File: src/rtl/sram_seq_pkg.sv
package sram_seq_pkg;

  typedef enum logic [2:0] {
    ST_IDLE, ST_TURN, ST_WSETUP, ST_WREL, ST_WDRIVE, ST_WHOLD, ST_RACC
  } seq_state_t;

  typedef struct packed {
    logic ce_n;
    logic oe_n;
    logic we_n;
    logic dq_oe;
  } pin_set_t;

  // Whole cycles covering t_ps at period p_ps, never fewer than one.
  function automatic int cyc_of(input int t_ps, input int p_ps);
    int c;
    c = (t_ps + p_ps - 1) / p_ps;
    return (c < 1) ? 1 : c;
  endfunction

  function automatic int imax(input int a, input int b);
    return (a > b) ? a : b;
  endfunction

  function automatic pin_set_t pins_of(input seq_state_t s);
    pin_set_t p;
    unique case (s)
      ST_WSETUP: p = '{ce_n: 1'b0, oe_n: 1'b1, we_n: 1'b1, dq_oe: 1'b0};
      ST_WREL:   p = '{ce_n: 1'b0, oe_n: 1'b1, we_n: 1'b0, dq_oe: 1'b0};
      ST_WDRIVE: p = '{ce_n: 1'b0, oe_n: 1'b1, we_n: 1'b0, dq_oe: 1'b1};
      ST_WHOLD:  p = '{ce_n: 1'b0, oe_n: 1'b1, we_n: 1'b1, dq_oe: 1'b1};
      ST_RACC:   p = '{ce_n: 1'b0, oe_n: 1'b0, we_n: 1'b1, dq_oe: 1'b0};
      default:   p = '{ce_n: 1'b1, oe_n: 1'b1, we_n: 1'b1, dq_oe: 1'b0};
    endcase
    return p;
  endfunction

endpackage

File: src/rtl/sram_seq_timer.sv
module sram_seq_timer #(
  parameter int CNT_W = 2
) (
  input  logic             clk,
  input  logic             rst,
  input  logic             load,
  input  logic [CNT_W-1:0] load_val,
  output logic             done
);
  logic [CNT_W-1:0] cnt;

  always_ff @(posedge clk) begin
    if (rst)
      cnt <= '0;
    else if (load)
      cnt <= load_val;
    else if (cnt != '0)
      cnt <= cnt - 1'b1;
  end

  assign done = (cnt == '0);
endmodule

File: src/rtl/sram_seq_capture.sv
module sram_seq_capture #(
  parameter int ADDR_W = 15,
  parameter int DATA_W = 8
) (
  input  logic              clk,
  input  logic              rst,
  input  logic              take,
  input  logic              in_wr,
  input  logic [ADDR_W-1:0] in_addr,
  input  logic [DATA_W-1:0] in_wdata,
  output logic              cap_wr,
  output logic [ADDR_W-1:0] cap_addr,
  output logic [DATA_W-1:0] cap_wdata,
  output logic              seen_any
);
  always_ff @(posedge clk) begin
    if (rst) begin
      cap_wr    <= 1'b0;
      cap_addr  <= '0;
      cap_wdata <= '0;
      seen_any  <= 1'b0;
    end else if (take) begin
      cap_wr    <= in_wr;
      cap_addr  <= in_addr;
      cap_wdata <= in_wdata;
      seen_any  <= 1'b1;
    end
  end
endmodule

File: src/rtl/sram_seq_pins.sv
module sram_seq_pins
  import sram_seq_pkg::*;
(
  input  logic       clk,
  input  logic       rst,
  input  seq_state_t st_nx,
  output logic       ce_n,
  output logic       oe_n,
  output logic       we_n,
  output logic       dq_oe
);
  pin_set_t nxt;

  always_comb nxt = pins_of(st_nx);

  always_ff @(posedge clk) begin
    if (rst) begin
      ce_n  <= 1'b1;
      oe_n  <= 1'b1;
      we_n  <= 1'b1;
      dq_oe <= 1'b0;
    end else begin
      ce_n  <= nxt.ce_n;
      oe_n  <= nxt.oe_n;
      we_n  <= nxt.we_n;
      dq_oe <= nxt.dq_oe;
    end
  end
endmodule

File: src/rtl/sram_seq_ctrl.sv
module sram_seq_ctrl
  import sram_seq_pkg::*;
#(
  parameter int ADDR_W       = 15,
  parameter int DATA_W       = 8,
  parameter int CLK_PS       = 10000,
  parameter int T_ACCESS_PS  = 12000,
  parameter int T_WPULSE_PS  = 10000,
  parameter int T_DSETUP_PS  = 6000,
  parameter int T_RELEASE_PS = 6000,
  parameter int T_TURN_PS    = 5000
) (
  input  logic              clk,
  input  logic              rst,
  input  logic              host_req,
  input  logic              host_wr,
  input  logic [ADDR_W-1:0] host_addr,
  input  logic [DATA_W-1:0] host_wdata,
  output logic              host_ack,
  output logic [DATA_W-1:0] host_rdata,
  output logic              mem_ce_n,
  output logic              mem_oe_n,
  output logic              mem_we_n,
  output logic [ADDR_W-1:0] mem_addr,
  output logic [DATA_W-1:0] mem_dq_out,
  input  logic [DATA_W-1:0] mem_dq_in,
  output logic              mem_dq_oe
);
  localparam int RD_CYC  = cyc_of(T_ACCESS_PS, CLK_PS);
  localparam int WP_CYC  = cyc_of(T_WPULSE_PS, CLK_PS);
  localparam int DS_CYC  = cyc_of(T_DSETUP_PS, CLK_PS);
  localparam int REL_CYC = cyc_of(T_RELEASE_PS, CLK_PS);
  localparam int TA_CYC  = cyc_of(T_TURN_PS, CLK_PS);
  localparam int DRV_CYC = imax(DS_CYC, WP_CYC - REL_CYC);
  localparam int MAX_CYC = imax(imax(RD_CYC, DRV_CYC), imax(REL_CYC, TA_CYC));
  localparam int CNT_W   = imax(1, $clog2(MAX_CYC));

  seq_state_t       st, st_nx;
  logic             take, ld, done, fin_rd, fin_wr;
  logic [CNT_W-1:0] ld_val;
  logic             cap_wr, seen_any;

  sram_seq_timer #(.CNT_W(CNT_W)) u_timer (
    .clk(clk), .rst(rst), .load(ld), .load_val(ld_val), .done(done)
  );

  sram_seq_capture #(.ADDR_W(ADDR_W), .DATA_W(DATA_W)) u_cap (
    .clk(clk), .rst(rst), .take(take),
    .in_wr(host_wr), .in_addr(host_addr), .in_wdata(host_wdata),
    .cap_wr(cap_wr), .cap_addr(mem_addr), .cap_wdata(mem_dq_out),
    .seen_any(seen_any)
  );

  sram_seq_pins u_pins (
    .clk(clk), .rst(rst), .st_nx(st_nx),
    .ce_n(mem_ce_n), .oe_n(mem_oe_n), .we_n(mem_we_n), .dq_oe(mem_dq_oe)
  );

  always_comb begin
    st_nx  = st;
    ld     = 1'b0;
    ld_val = '0;
    take   = 1'b0;
    fin_rd = 1'b0;
    fin_wr = 1'b0;
    unique case (st)
      ST_IDLE: if (host_req) begin
        take = 1'b1;
        ld   = 1'b1;
        if (seen_any && (host_wr != cap_wr)) begin
          st_nx  = ST_TURN;
          ld_val = CNT_W'(TA_CYC - 1);
        end else if (host_wr) begin
          st_nx  = ST_WSETUP;
        end else begin
          st_nx  = ST_RACC;
          ld_val = CNT_W'(RD_CYC - 1);
        end
      end
      ST_TURN: if (done) begin
        ld = 1'b1;
        if (cap_wr) begin
          st_nx = ST_WSETUP;
        end else begin
          st_nx  = ST_RACC;
          ld_val = CNT_W'(RD_CYC - 1);
        end
      end
      ST_WSETUP: if (done) begin
        st_nx  = ST_WREL;
        ld     = 1'b1;
        ld_val = CNT_W'(REL_CYC - 1);
      end
      ST_WREL: if (done) begin
        st_nx  = ST_WDRIVE;
        ld     = 1'b1;
        ld_val = CNT_W'(DRV_CYC - 1);
      end
      ST_WDRIVE: if (done) begin
        st_nx = ST_WHOLD;
        ld    = 1'b1;
      end
      ST_WHOLD: if (done) begin
        st_nx  = ST_IDLE;
        fin_wr = 1'b1;
      end
      ST_RACC: if (done) begin
        st_nx  = ST_IDLE;
        fin_rd = 1'b1;
      end
      default: st_nx = ST_IDLE;
    endcase
  end

  always_ff @(posedge clk) begin
    if (rst) begin
      st         <= ST_IDLE;
      host_ack   <= 1'b0;
      host_rdata <= '0;
    end else begin
      st       <= st_nx;
      host_ack <= fin_rd | fin_wr;
      if (fin_rd)
        host_rdata <= mem_dq_in;
    end
  end
endmodule

File: config.mk
export PLATFORM = sky130hd
export DESIGN_NAME = sram_seq_ctrl
export DESIGN_NICKNAME = d
export VERILOG_FILES = /design/src/rtl/sram_seq_pkg.sv /design/src/rtl/sram_seq_timer.sv /design/src/rtl/sram_seq_capture.sv /design/src/rtl/sram_seq_pins.sv /design/src/rtl/sram_seq_ctrl.sv
export SDC_FILE = /design/constraint.sdc
export NUM_CORES = 1
export LEC_CHECK = 0
export ABC_AREA = 1
export BUFFER_PORTS_ARGS = -buffer_cell sky130_fd_sc_hd__buf_2
export CORE_MARGIN = 2
export CORE_UTILIZATION = 35
export CTS_CLUSTER_SIZE = 30
export DETAILED_ROUTE_END_ITERATION = 10
export GPL_TIMING_DRIVEN = 0
export PLACE_DENSITY = 0.67
export SETUP_SLACK_MARGIN = 0.1
export SKIP_LAST_GASP = 1
export SYNTH_ARGS = -nofsm -noshare
export SYNTH_HDL_FRONTEND = slang
export SYNTH_HIERARCHICAL = 1
export SYNTH_SLANG_ARGS = --single-unit
File: constraint.sdc
create_clock -name clk -period 1.4 [get_ports clk]
set_input_delay 0.14 -clock clk [delete_from_list [all_inputs] [get_ports clk]]
set_output_delay 0.14 -clock clk [all_outputs]
set_load 0.005 [all_outputs]
==> results of run 1 <==
## where the power goes
group / internal, mW / switching [mW] / leakage [nW]
Clock: 0.352 / 0.413 / 0.0452
Sequential: 1.59 / 0.185 / 0.347
Combinational: 1.24 / 1.43 / 0.958
Total: 3.18 / 2.03 / 1.35
## cells by family (layout without fill, tap and decap cells)
logic type,Yosys count,after routing
flops,42,42
compound gates,18,18
simple gates,160,161
buf+inv,48,138
fa+ha+maj,1,1
## layout by cell type, fill, tap and decap left out, types with 2 or more instances in the layout
master / count
a21oi_1: 11
buf_2: 72
buf_4: 13
buf_6: 4
clkbuf_1: 2
clkbuf_8: 5
dfxtp_1: 38
dfxtp_2: 2
dfxtp_4: 2
inv_1: 29
inv_2: 8
nand2_1: 79
nand2_2: 4
nand2_4: 2
nand3_1: 3
nand3_2: 3
nor2_1: 56
nor2_2: 10
nor2_4: 2
o21ai_1: 4
## area by class of cell
cell class | count | share of cell area (%)
Clock buffer | 6 | 2.867
Timing Repair Buffer | 82 | 17.40
Buffer | 9 | 3.213
Clock inverter | 2 | 0.5437
Multi-Input combinational cell | 180 | 32.72
Tap cell | 70 | 3.460
Sequential cell | 42 | 33.61
Inverter | 39 | 6.179
## routing by layer
metal,share of wire (%),global-route usage [%]
met5,0,0
met4,1.0,5.848
met3,8.4,5.688
met2,46,25.02
met1,45,16.25
## flip-flops by register name, summed over array words and instances (netlist names), 3 cells and up
signal and flops:
u_cap/cap_addr 15, u_cap/cap_wdata 8, host_rdata 8, st 3
## worst min path at each step
stage                          to  cells after the start
floorplan             u_timer/cnt                      1
global placement    host_rdata[3]                      3
detailed placement  host_rdata[3]                      3
CTS                 host_rdata[3]                      3
global route        host_rdata[0]                      3
finish              host_rdata[4]                      3
## critical path: stages, from the launching register on
cell and delay [ns]:
dfxtp_2 0.32, buf_6 0.13, inv_8 0.06, nand2_4 0.04
nor2_4 0.11, inv_2 0.04, nor2_2 0.08, nor2_2 0.06
inv_2 0.07, inv_2 0.06, ha_4 0.25, nand3_2 0.05
## synth_stat cells
| library cell | count | share of area, % |
|---|---|---|
| a21boi_0 | 1 | 0.42 |
| a21oi_1 | 11 | 3.1 |
| buf_2 | 5 | 1.4 |
| buf_4 | 2 | 0.83 |
| buf_6 | 1 | 0.63 |
| clkbuf_1 | 1 | 0.21 |
| clkinv_2 | 1 | 0.28 |
| dfxtp_1 | 42 | 47 |
| ha_1 | 1 | 0.69 |
| inv_1 | 33 | 6.9 |
| inv_2 | 5 | 1.0 |
| nand2_1 | 84 | 18 |
| nand2_2 | 1 | 0.35 |
| nand3_1 | 5 | 1.4 |
| nand3_2 | 2 | 1.1 |
| nand4_1 | 1 | 0.35 |
| nor2_1 | 59 | 12 |
| nor2_2 | 7 | 2.4 |
| nor2_4 | 1 | 0.63 |
| o21a_1 | 1 | 0.42 |
| o21ai_0 | 2 | 0.56 |
| o21ai_1 | 3 | 0.83 |
## stage by stage
stage	cell area (um2)	util [%]	total power, mW	hold slack [ns]	worst slack (ns)
after detailed placement	2272	45.06	3.959	0.4012	-0.07808
final	2531	50.20	5.207	0.09395	0.01329
after global routing	2531	50.20	5.686	0.09170	-0.09261
after CTS	2465	48.88	5.069	0.08424	0.0001743
after floorplan	1834	-	3.340	0.2069	0.03608
after global placement	2272	45.06	3.919	0.3978	-0.07904
## timing repair
action	CTS	global route
gates cloned	1	1
pin swaps	7	3
setup endpoints to repair	8	32
setup buffers	9	2
gates resized for setup	12	18
==> metrics.md, run 1 <==
| Metric | Value |
|---|---|
| Final Hold Vio Count | `0` |
| Outcome | `completed` |
| Die height | `75.73 um` |
| GRT overflow | `0` |
| Synth Area in XOR/XNOR | `0%` |
| Maximum VDD drop | `0.0008463 V` |
| HP Start | `mem_dq_in[4]` |
| First-pass GRT wire length | `6417 um` |
| Largest net degree at the start of global routing | `14` |
| Antenna Cells | `0` |
| Drt first-iter violations | `79` |
| Simple-gate portion of the synthesized area | `36.07%` |
| Reg2reg path depth | `11` |
| Clk pin slew, worst setup/hold paths | `about 0.080 ns` |
| Multiplexer share of the synthesized area | `0%` |
| Crit path arrival time | `1.57 ns` |
| Total CTS buffers | `5` |
| Std-Cell Rows | `26` |
| PwrDens | `just over 2000 nW/um2` |
| Slew @ Worst Pin | `0.4425 ns` |
| Sequential cell area | `850.8 um2` |
| LEAKAGE | `1.350 nW` |
| Residual DRC count | `0` |
| Final non-filler cell total | `430` |
| Worst Setup End Kind | `register` |
| Max Freq | `721.1 MHz` |
| Multi-input logic area | `828.3 um2` |
| Yosys reg bits | `42` |
| Synthesized cell area | `between 1500 and 2000 um2` |
| Core ar. | `between 5000 and 6000 um2` |
| DIE WIDTH | `75.73 um` |
| Via Count | `1812` |
| IO Count | `71` |
| Vias in the first global route | `about 1600` |
| Crit path launch | `st[0]` |
| Clk sinks | `42` |
| Max-cap violations | `0` |
| First-pass DRT Iterations | `4` |
| RSZ-0062 raised after global routing | `true` |
| Die area | `5734 um2` |
| Library cells used by synthesis | `22` |
| PortBufs | `70` |
| Initial antenna violation count | `0` |
| Final Setup Violations | `0` |
| Initial Utilization | `35.71%` |
| Hold crit path type | `primary input to register` |
| Fin crit period | `1.387 ns` |
| Sequential fraction of the synthesis area | `46.70%` |
| CP Data Required Time | `1.58 ns` |
| Fillers | `525` |
| Crit Path Max Fanout | `8` |
| Worst-case clock buffer depth | `2` |
| CP startpoint kind | `register` |
| Synth Warn # | `6` |
| DRT Wirelength | `4013 um` |
| R2r setup slk | `approximately 0.013 ns` |
| Critical Path End | `u_pins/oe_n` |
| Fin Setup TNS | `0 ns` |
| Largest family of logic cells by synthesized area | `simple AND/OR/NAND/NOR gates` |
| Fin. max-slew vios | `0` |
| Placed insts | `409` |
| Global Route Usage Sum | `14.61%` |
| Critical path class | `register to register` |
| Clock latency on the worst-skew pair | `approximately 0.29 ns` |
| Critical R2R Launch | `st[0]` |
| RR Endpoint | `u_pins/oe_n` |
| Fin nets | `~400` |
| DRT antenna net count | `0` |
| CTS root buffer | `clkbuf_8` |
| Post-synthesis compound-gate area fraction | `under 10%` |
| Slew HR | `70.50%` |
| Post-DP HPWL | `roughly 2800 um` |
| Mapped Nets | `around 310` |
| H-tree depth | `2` |
| Clock skew | `0.006814 ns` |
| RD Place Congestion | `0.7908` |
| Synth Area per Inst | `6.693 um2` |
| Post-CTS Hold Fix Bufs | `0` |
| Share of cells above drive strength 1 | `37.22%` |
| TritonCTS clock tree | `done` |
| Vias/cell | `4.214` |
| Post-synthesis adder-cell area fraction | `0.6949%` |
| Routed length per instance | `about 9.3 um` |
| Synth-to-layout area growth | `40.58%` |
| Final clock period utilization by the worst path | `between 90% and 100%` |
| Cells after Synth | `269` |
(Power assumes the default switching activity.)
==> run 2: changes to the inputs <==
--- a/config.mk
+++ b/config.mk
@@ -13,7 +13,6 @@
 export DETAILED_ROUTE_END_ITERATION = 10
 export GPL_TIMING_DRIVEN = 0
 export PLACE_DENSITY = 0.67
-export SETUP_SLACK_MARGIN = 0.1
 export SKIP_LAST_GASP = 1
 export SYNTH_ARGS = -nofsm -noshare
 export SYNTH_HDL_FRONTEND = slang
==> run 2 against run 1 <==
Effect of this change:
- the flow now finishes with violations (negative setup slack)
- clock skew fell by 0.0023 ns
- sequential share of layout area is 0.40 points higher
- register-to-register slack got worse by 0.03 ns
- critical path type unchanged
- critical endpoint unchanged
- largest power group unchanged
==> metrics.md, run 2 (same netlist as run 1, synthesis figures left out) <==
| Metric | Value |
|---|---|
| DRT antenna net count | `0` |
| First-pass DRT Iterations | `4` |
| Max-cap violations | `0` |
| Critical R2R Launch | `st[1]` |
| PortBufs | `70` |
| Die height | `75.73 um` |
| CTS root buffer | `clkbuf_8` |
| First-pass GRT wire length | `6665 um` |
| Outcome | `complete, but fails checks` |
| Final hold slack | `between 0.09 and 0.1 ns` |
| Max Freq | `roughly 710 MHz` |
| Clk pin slew, worst setup/hold paths | `roughly 0.08 ns` |
| Worst path slowest cell | `dfxtp_4` |
| Fin Setup TNS | `-0.01183 ns` |
| Final clock period utilization by the worst path | `100.8%` |
| H-tree depth | `2` |
| Highest-count cells in the layout ignoring fill and taps | `nand2_1, buf_2, nor2_1, dfxtp_1, inv_1` |
| Routed length per instance | `between 9 and 10 um` |
| Slew @ Worst Pin | `around 0.48 ns` |
| Fin crit period | `1.412 ns` |
| Clock power frac | `18.3%` |
| Crit path arrival time | `1.59 ns` |
| Critical path class | `register to register` |
| Hold crit path type | `primary input to register` |
| Sequential Power Share | `34.6%` |
| WHS Path Cells | `3` |
| Std-Cell Rows | `26` |
| Final Power | `5.297 mW` |
| RD Place Congestion | `0.7678` |
| Crit path cell chain | `inv_4, nand2_4, nor2_4, inv_2, nor2_2, nor2_2, inv_2, inv_4, ha_4, nand3_1` |
| Failing checks | `negative setup slack` |
| DRT Wirelength | `4087 um` |
| Fin. max-slew vios | `0` |
| CP startpoint kind | `register` |
| Global Route Usage Sum | `15.07%` |
| Clock latency on the worst-skew pair | `roughly 0.29 ns` |
| Vias/cell | `roughly 4.2` |
| HP Start | `mem_dq_in[1]` |
| Worst Setup End Kind | `register` |
| DIE WIDTH | `75.73 um` |
| Fin nets | `391` |
| Via Count | `approximately 1800` |
| Crit Path Max Fanout | `5` |
| CP max stage delay | `0.38 ns` |
| CP Data Required Time | `between 1.5 and 2 ns` |
| Share of cells above drive strength 1 | `36.06%` |
| Drt first-iter violations | `35` |
| Largest register FFs | `15` |
| Vias in the first global route | `between 1500 and 2000` |
| Largest net degree at the start of global routing | `13` |
| Most common cell after layout, fill and taps aside | `nand2_1` |
| Core ar. | `approximately 5000 um2` |
| Net switching power | `1.999 mW` |
| Comb pwr share | `47.1%` |
| RSZ-0062 raised after global routing | `true` |
| Total CTS buffers | `5` |
| PwrDens | `2111 nW/um2` |
| Final worst setup slack | `-0.01183 ns` |
| TritonCTS clock tree | `done` |
| Die area | `5734 um2` |
| IO Count | `71` |
| LEAKAGE | `1.339 nW` |
| Biggest regs | `u_cap/cap_addr x15, host_rdata x8, u_cap/cap_wdata x8` |
| Worst-case clock buffer depth | `2` |
| Clk sinks | `42` |
| Worst Hold End | `host_rdata[1]` |
| Maximum VDD drop | `0.001243 V` |
| Antenna Cells | `0` |
| Initial antenna violation count | `0` |
| Post-DP HPWL | `2814 um` |
| Fillers | `520` |
| Switching Share | `a little under two fifths` |
| Final Hold Vio Count | `0` |
| Critical path's top delay family | `simple AND/OR/NAND/NOR gates` |
| CP bufs+invs | `4` |
| Synth-to-layout area growth | `39.33%` |
| Initial Utilization | `approximately 36%` |
| Final Setup Violations | `1` |
| Internal | `approximately 3.3 mW` |
| RR Endpoint | `u_pins/oe_n` |
| R2r setup slk | `-0.01 ns` |
| Slew HR | `68.15%` |
| GRT overflow | `0` |
| Reg2reg path depth | `10` |
| Residual DRC count | `0` |
| Post-CTS Hold Fix Bufs | `0` |
| Clock skew | `about 0.0045 ns` |
| Largest reg by FF count | `u_cap/cap_addr` |
## run 2: changes by cell type in the layout (fill, tap and decap cells not counted), sizes merged
cell,change
inv,-1
clkinv,-1
nor2,-1
bufinv,+1
clkbuf,+1
buf,-4
## run 2: per-stage QoR
| step | instances | util (%) | setup slack, ns | cell area [um2] |
|---|---|---|---|---|
| after detailed placement | 409 | 44.54 | -0.1026 | 2246 |
| after global routing | 425 | 49.75 | -0.1202 | 2509 |
| final | 425 | 49.75 | -0.01183 | 2509 |
| after global placement | 409 | 44.54 | -0.09978 | 2246 |
| after floorplan | 269 | - | 0.01483 | 1808 |
| after CTS | 419 | 47.79 | 0.004209 | 2410 |
## run 2: tightest hold or removal path, stage by stage
cell and delay (ns):
buf_2 0.09, nand2_1 0.05, a21oi_1 0.05
## run 2: area by class of cell
type / instances / area [um2] / area share, %
Multi-Input combinational cell: 179 / 809.5 / 32.27
Tap cell: 70 / 87.58 / 3.491
Inverter: 39 / 158.9 / 6.334
Clock buffer: 6 / 82.58 / 3.292
Timing Repair Buffer: 80 / 432.9 / 17.26
Sequential cell: 42 / 853.3 / 34.01
Buffer: 8 / 53.80 / 2.145
Clock inverter: 1 / 30.03 / 1.197
## run 2: worst max path at each step
| stage | cells after the start | slack (ns) | to | from |
|---|---|---|---|---|
| floorplan | 11 | 0.01 | u_pins/oe_n | st[0] |
| global placement | 9 | -0.1 | u_pins/oe_n | st[2] |
| detailed placement | 10 | -0.10 | u_pins/oe_n | st[2] |
| CTS | 9 | 0.004 | u_pins/oe_n | st[2] |
| global route | 10 | -0.12 | u_pins/oe_n | st[2] |
| finish | 10 | -0.01 | u_pins/oe_n | st[1] |
## run 2: metal layers
| layer | track usage (%) | share of wire (%) | wire (um) |
|---|---|---|---|
| met2 | 25.80 | 47 | 1925 |
| met1 | 17.13 | 44 | 1792 |
| met5 | 0 | 0 | 0 |
| met3 | 6.085 | 8.0 | 329 |
| met4 | 4.873 | 0.98 | 40 |
## run 2: timing repair
item                       4_1_cts  5_1_grt
cloned                           0        0
buffers inserted                 4        6
pin swaps                        4       10
gates resized for setup         15       17
setup endpoints to repair        3       15
## run 2: power by group through the flow
stage	clock (mW)	combinational, mW	sequential [mW]
final	0.969	2.50	1.83
after global routing	1.06	2.88	1.89
after detailed placement	0	2.10	1.78
after floorplan	0	1.45	1.81
after CTS	1.01	2.20	1.83
after global placement	0	2.06	1.77
==> run 3: changes to the inputs <==
--- a/config.mk
+++ b/config.mk
@@ -8,11 +8,11 @@
 export ABC_AREA = 1
 export BUFFER_PORTS_ARGS = -buffer_cell sky130_fd_sc_hd__buf_2
 export CORE_MARGIN = 2
-export CORE_UTILIZATION = 35
+export CORE_UTILIZATION = 43
 export CTS_CLUSTER_SIZE = 30
 export DETAILED_ROUTE_END_ITERATION = 10
 export GPL_TIMING_DRIVEN = 0
-export PLACE_DENSITY = 0.67
+export PLACE_DENSITY = 0.79
 export SKIP_LAST_GASP = 1
 export SYNTH_ARGS = -nofsm -noshare
 export SYNTH_HDL_FRONTEND = slang
==> run 3 against run 2 <==
Effect of this change:
- the flow still finishes with violations (negative setup slack)
- critical path depth decreased by 1
- register-to-register slack lost 0.04 ns
- flip-flop and latch count stayed put
- worst setup slack worse by 0.042 ns
- clock power shrank 26%
- die area shrank 18%
- fmax down 2.9%
- clock skew decreased by 0.0018 ns
- non-clock buffer count did not move
- via count grew 2.3%
- power grew 3.5%
==> metrics.md, run 3 (same netlist as run 1, synthesis figures left out) <==
| Metric | Value |
|---|---|
| GRT overflow | `0` |
| Die height | `68.71 um` |
| H-tree depth | `2` |
| Residual DRC count | `0` |
| Final Hold Vio Count | `0` |
| Slew @ Worst Pin | `0.4429 ns` |
| Final hold slack | `0.09911 ns` |
| Multi-input logic area | `863.3 um2` |
| Fillers | `between 300 and 400` |
| Final Setup Violations | `3` |
| TritonCTS clock tree | `done` |
| CTS root buffer | `clkbuf_8` |
| Total CTS buffers | `5` |
| Failing checks | `negative setup slack` |
| CP startpoint kind | `register` |
| Maximum VDD drop | `0.001035 V` |
| Crit path cell chain | `buf_8, buf_6, o21ai_2, nand2_1, nand2_2, nor2_4, inv_4, ha_4, nand3_2` |
| Hold crit path type | `primary input to register` |
| Critical path's top delay family | `simple AND/OR/NAND/NOR gates` |
| First-pass GRT wire length | `6789 um` |
| Antenna Cells | `0` |
| R2r setup slk | `-0.05 ns` |
| Clk pin slew, worst setup/hold paths | `0.07 ns` |
| Initial antenna violation count | `0` |
| Vias/cell | `4.531` |
| Largest register FFs | `15` |
| Final Power | `5.485 mW` |
| Clk sinks | `42` |
| LEAKAGE | `1.338 nW` |
| Core ar. | `4029 um2` |
| Crit path arrival time | `1.63 ns` |
| Share of cells above drive strength 1 | `about 37%` |
| CP Data Required Time | `1.58 ns` |
| First-pass DRT Iterations | `4` |
| PortBufs | `70` |
| Std-Cell Rows | `23` |
| Die area | `4721 um2` |
| IO Count | `71` |
| Placed insts | `between 300 and 400` |
| Sequential cell area | `~850 um2` |
| Final non-filler cell total | `approximately 410` |
| Drt first-iter violations | `125` |
| Final clock period utilization by the worst path | `103.8%` |
| Most common cell after layout, fill and taps aside | `nand2_1` |
| Worst-case clock buffer depth | `2` |
| Via Count | `roughly 1800` |
| Global Route Usage Sum | `a little under a fifth` |
| Initial Utilization | `between 40 and 50%` |
| Fin crit period | `1.454 ns` |
| Slew HR | `70.48%` |
| Worst Setup End Kind | `register` |
| Fin nets | `391` |
| Synth-to-layout area growth | `39.96%` |
| Max-cap violations | `0` |
| Clock latency on the worst-skew pair | `0.28 ns` |
| Post-DP HPWL | `2888 um` |
| RSZ-0062 raised after global routing | `true` |
| RD Place Congestion | `0.7968` |
| CP bufs+invs | `3` |
| Highest-count cells in the layout ignoring fill and taps | `nand2_1, buf_2, nor2_1, dfxtp_1, inv_1` |
| Critical path class | `register to register` |
| Largest net degree at the start of global routing | `12` |
| DRT antenna net count | `0` |
| Vias in the first global route | `1597` |
| Biggest regs | `u_cap/cap_addr x15, host_rdata x8, u_cap/cap_wdata x8` |
| Post-CTS Hold Fix Bufs | `0` |
| Crit Path Max Fanout | `7` |
| Largest reg by FF count | `u_cap/cap_addr` |
| Final worst setup slack | `-0.05384 ns` |
| PwrDens | `about 2200 nW/um2` |
| Outcome | `complete, but fails checks` |
| Fin. max-slew vios | `0` |
| CP max stage delay | `0.33 ns` |
| Clock skew | `0.002681 ns` |
| DRT Wirelength | `4273 um` |
| Routed length per instance | `roughly 11 um` |
| Worst path slowest cell | `dfxtp_2` |
| Max Freq | `687.8 MHz` |
| DIE WIDTH | `68.71 um` |
run 3: cell types whose count changed in the layout (fill, tap and decap cells not counted), sizes merged:
cell    delta
clkinv     -1
inv        +1
bufinv     -1
clkbuf     +2
buf        -1
run 3: final cells by class:
class                           count  area share [%]
Buffer                              9           3.128
Sequential cell                    42           33.71
Clock buffer                        7           3.029
Timing Repair Buffer               79           16.88
Multi-Input combinational cell    179           34.26
Inverter                           39           6.504
Tap cell                           50           2.483
run 3: worst paths after layout:
check                      from            end  depth (start not counted)
hold reg to reg   host_rdata[1]  host_rdata[1]                          2
hold / removal     mem_dq_in[0]  host_rdata[0]                          3
setup reg to reg          st[0]    u_pins/oe_n                          9
setup / recovery          st[0]    u_pins/oe_n                          9
run 3: what timing repair did:
action                                  in CTS  in global routing
gates resized for setup                     20                 28
setup buffers                                7                  2
endpoints found under the setup margin       4                 15
pin swaps                                   10                  9
run 3: report_power, final:
part	leakage [nW]	switching [mW]	internal [mW]
clock network	0.0383	0.375	0.343
logic	0.953	1.62	1.34
registers	0.347	0.215	1.59
total	1.34	2.21	3.27
run 3: metrics by stage:
step                      area [um2]  utilization (%)  setup TNS, ns  setup slack [ns]
final                           2520            62.55       -0.09884          -0.05384
after detailed placement        2221            55.12        -0.1544           -0.1197
after global placement          2221            55.12        -0.1099          -0.09316
after global routing            2520            62.55        -0.3222           -0.1306
after floorplan                 1808                -              0           0.01483
after CTS                       2414            59.91      -0.001308         -0.001308
run 3: metal layers:
| layer | wire [um] | share of wire [%] | GRT usage (%) | up-vias |
|---|---|---|---|---|
| li1 | - | - | - | 963 |
| met1 | 1782 | 42 | 22.29 | 829 |
| met2 | 2224 | 52 | 33.29 | 36 |
| met3 | 188 | 4.4 | 4.221 | 7 |
| met4 | 78 | 1.8 | 7.598 | 0 |
| met5 | 0 | 0 | 0 | - |
run 3: worst reg2reg max path, cell delays in order, from the launching register on:
cell     delay [ns]
dfxtp_2        0.33
buf_8          0.14
buf_6          0.12
o21ai_2        0.06
nand2_1        0.08
nand2_2        0.08
nor2_4         0.15
inv_4          0.07
ha_4           0.26
nand3_2        0.06
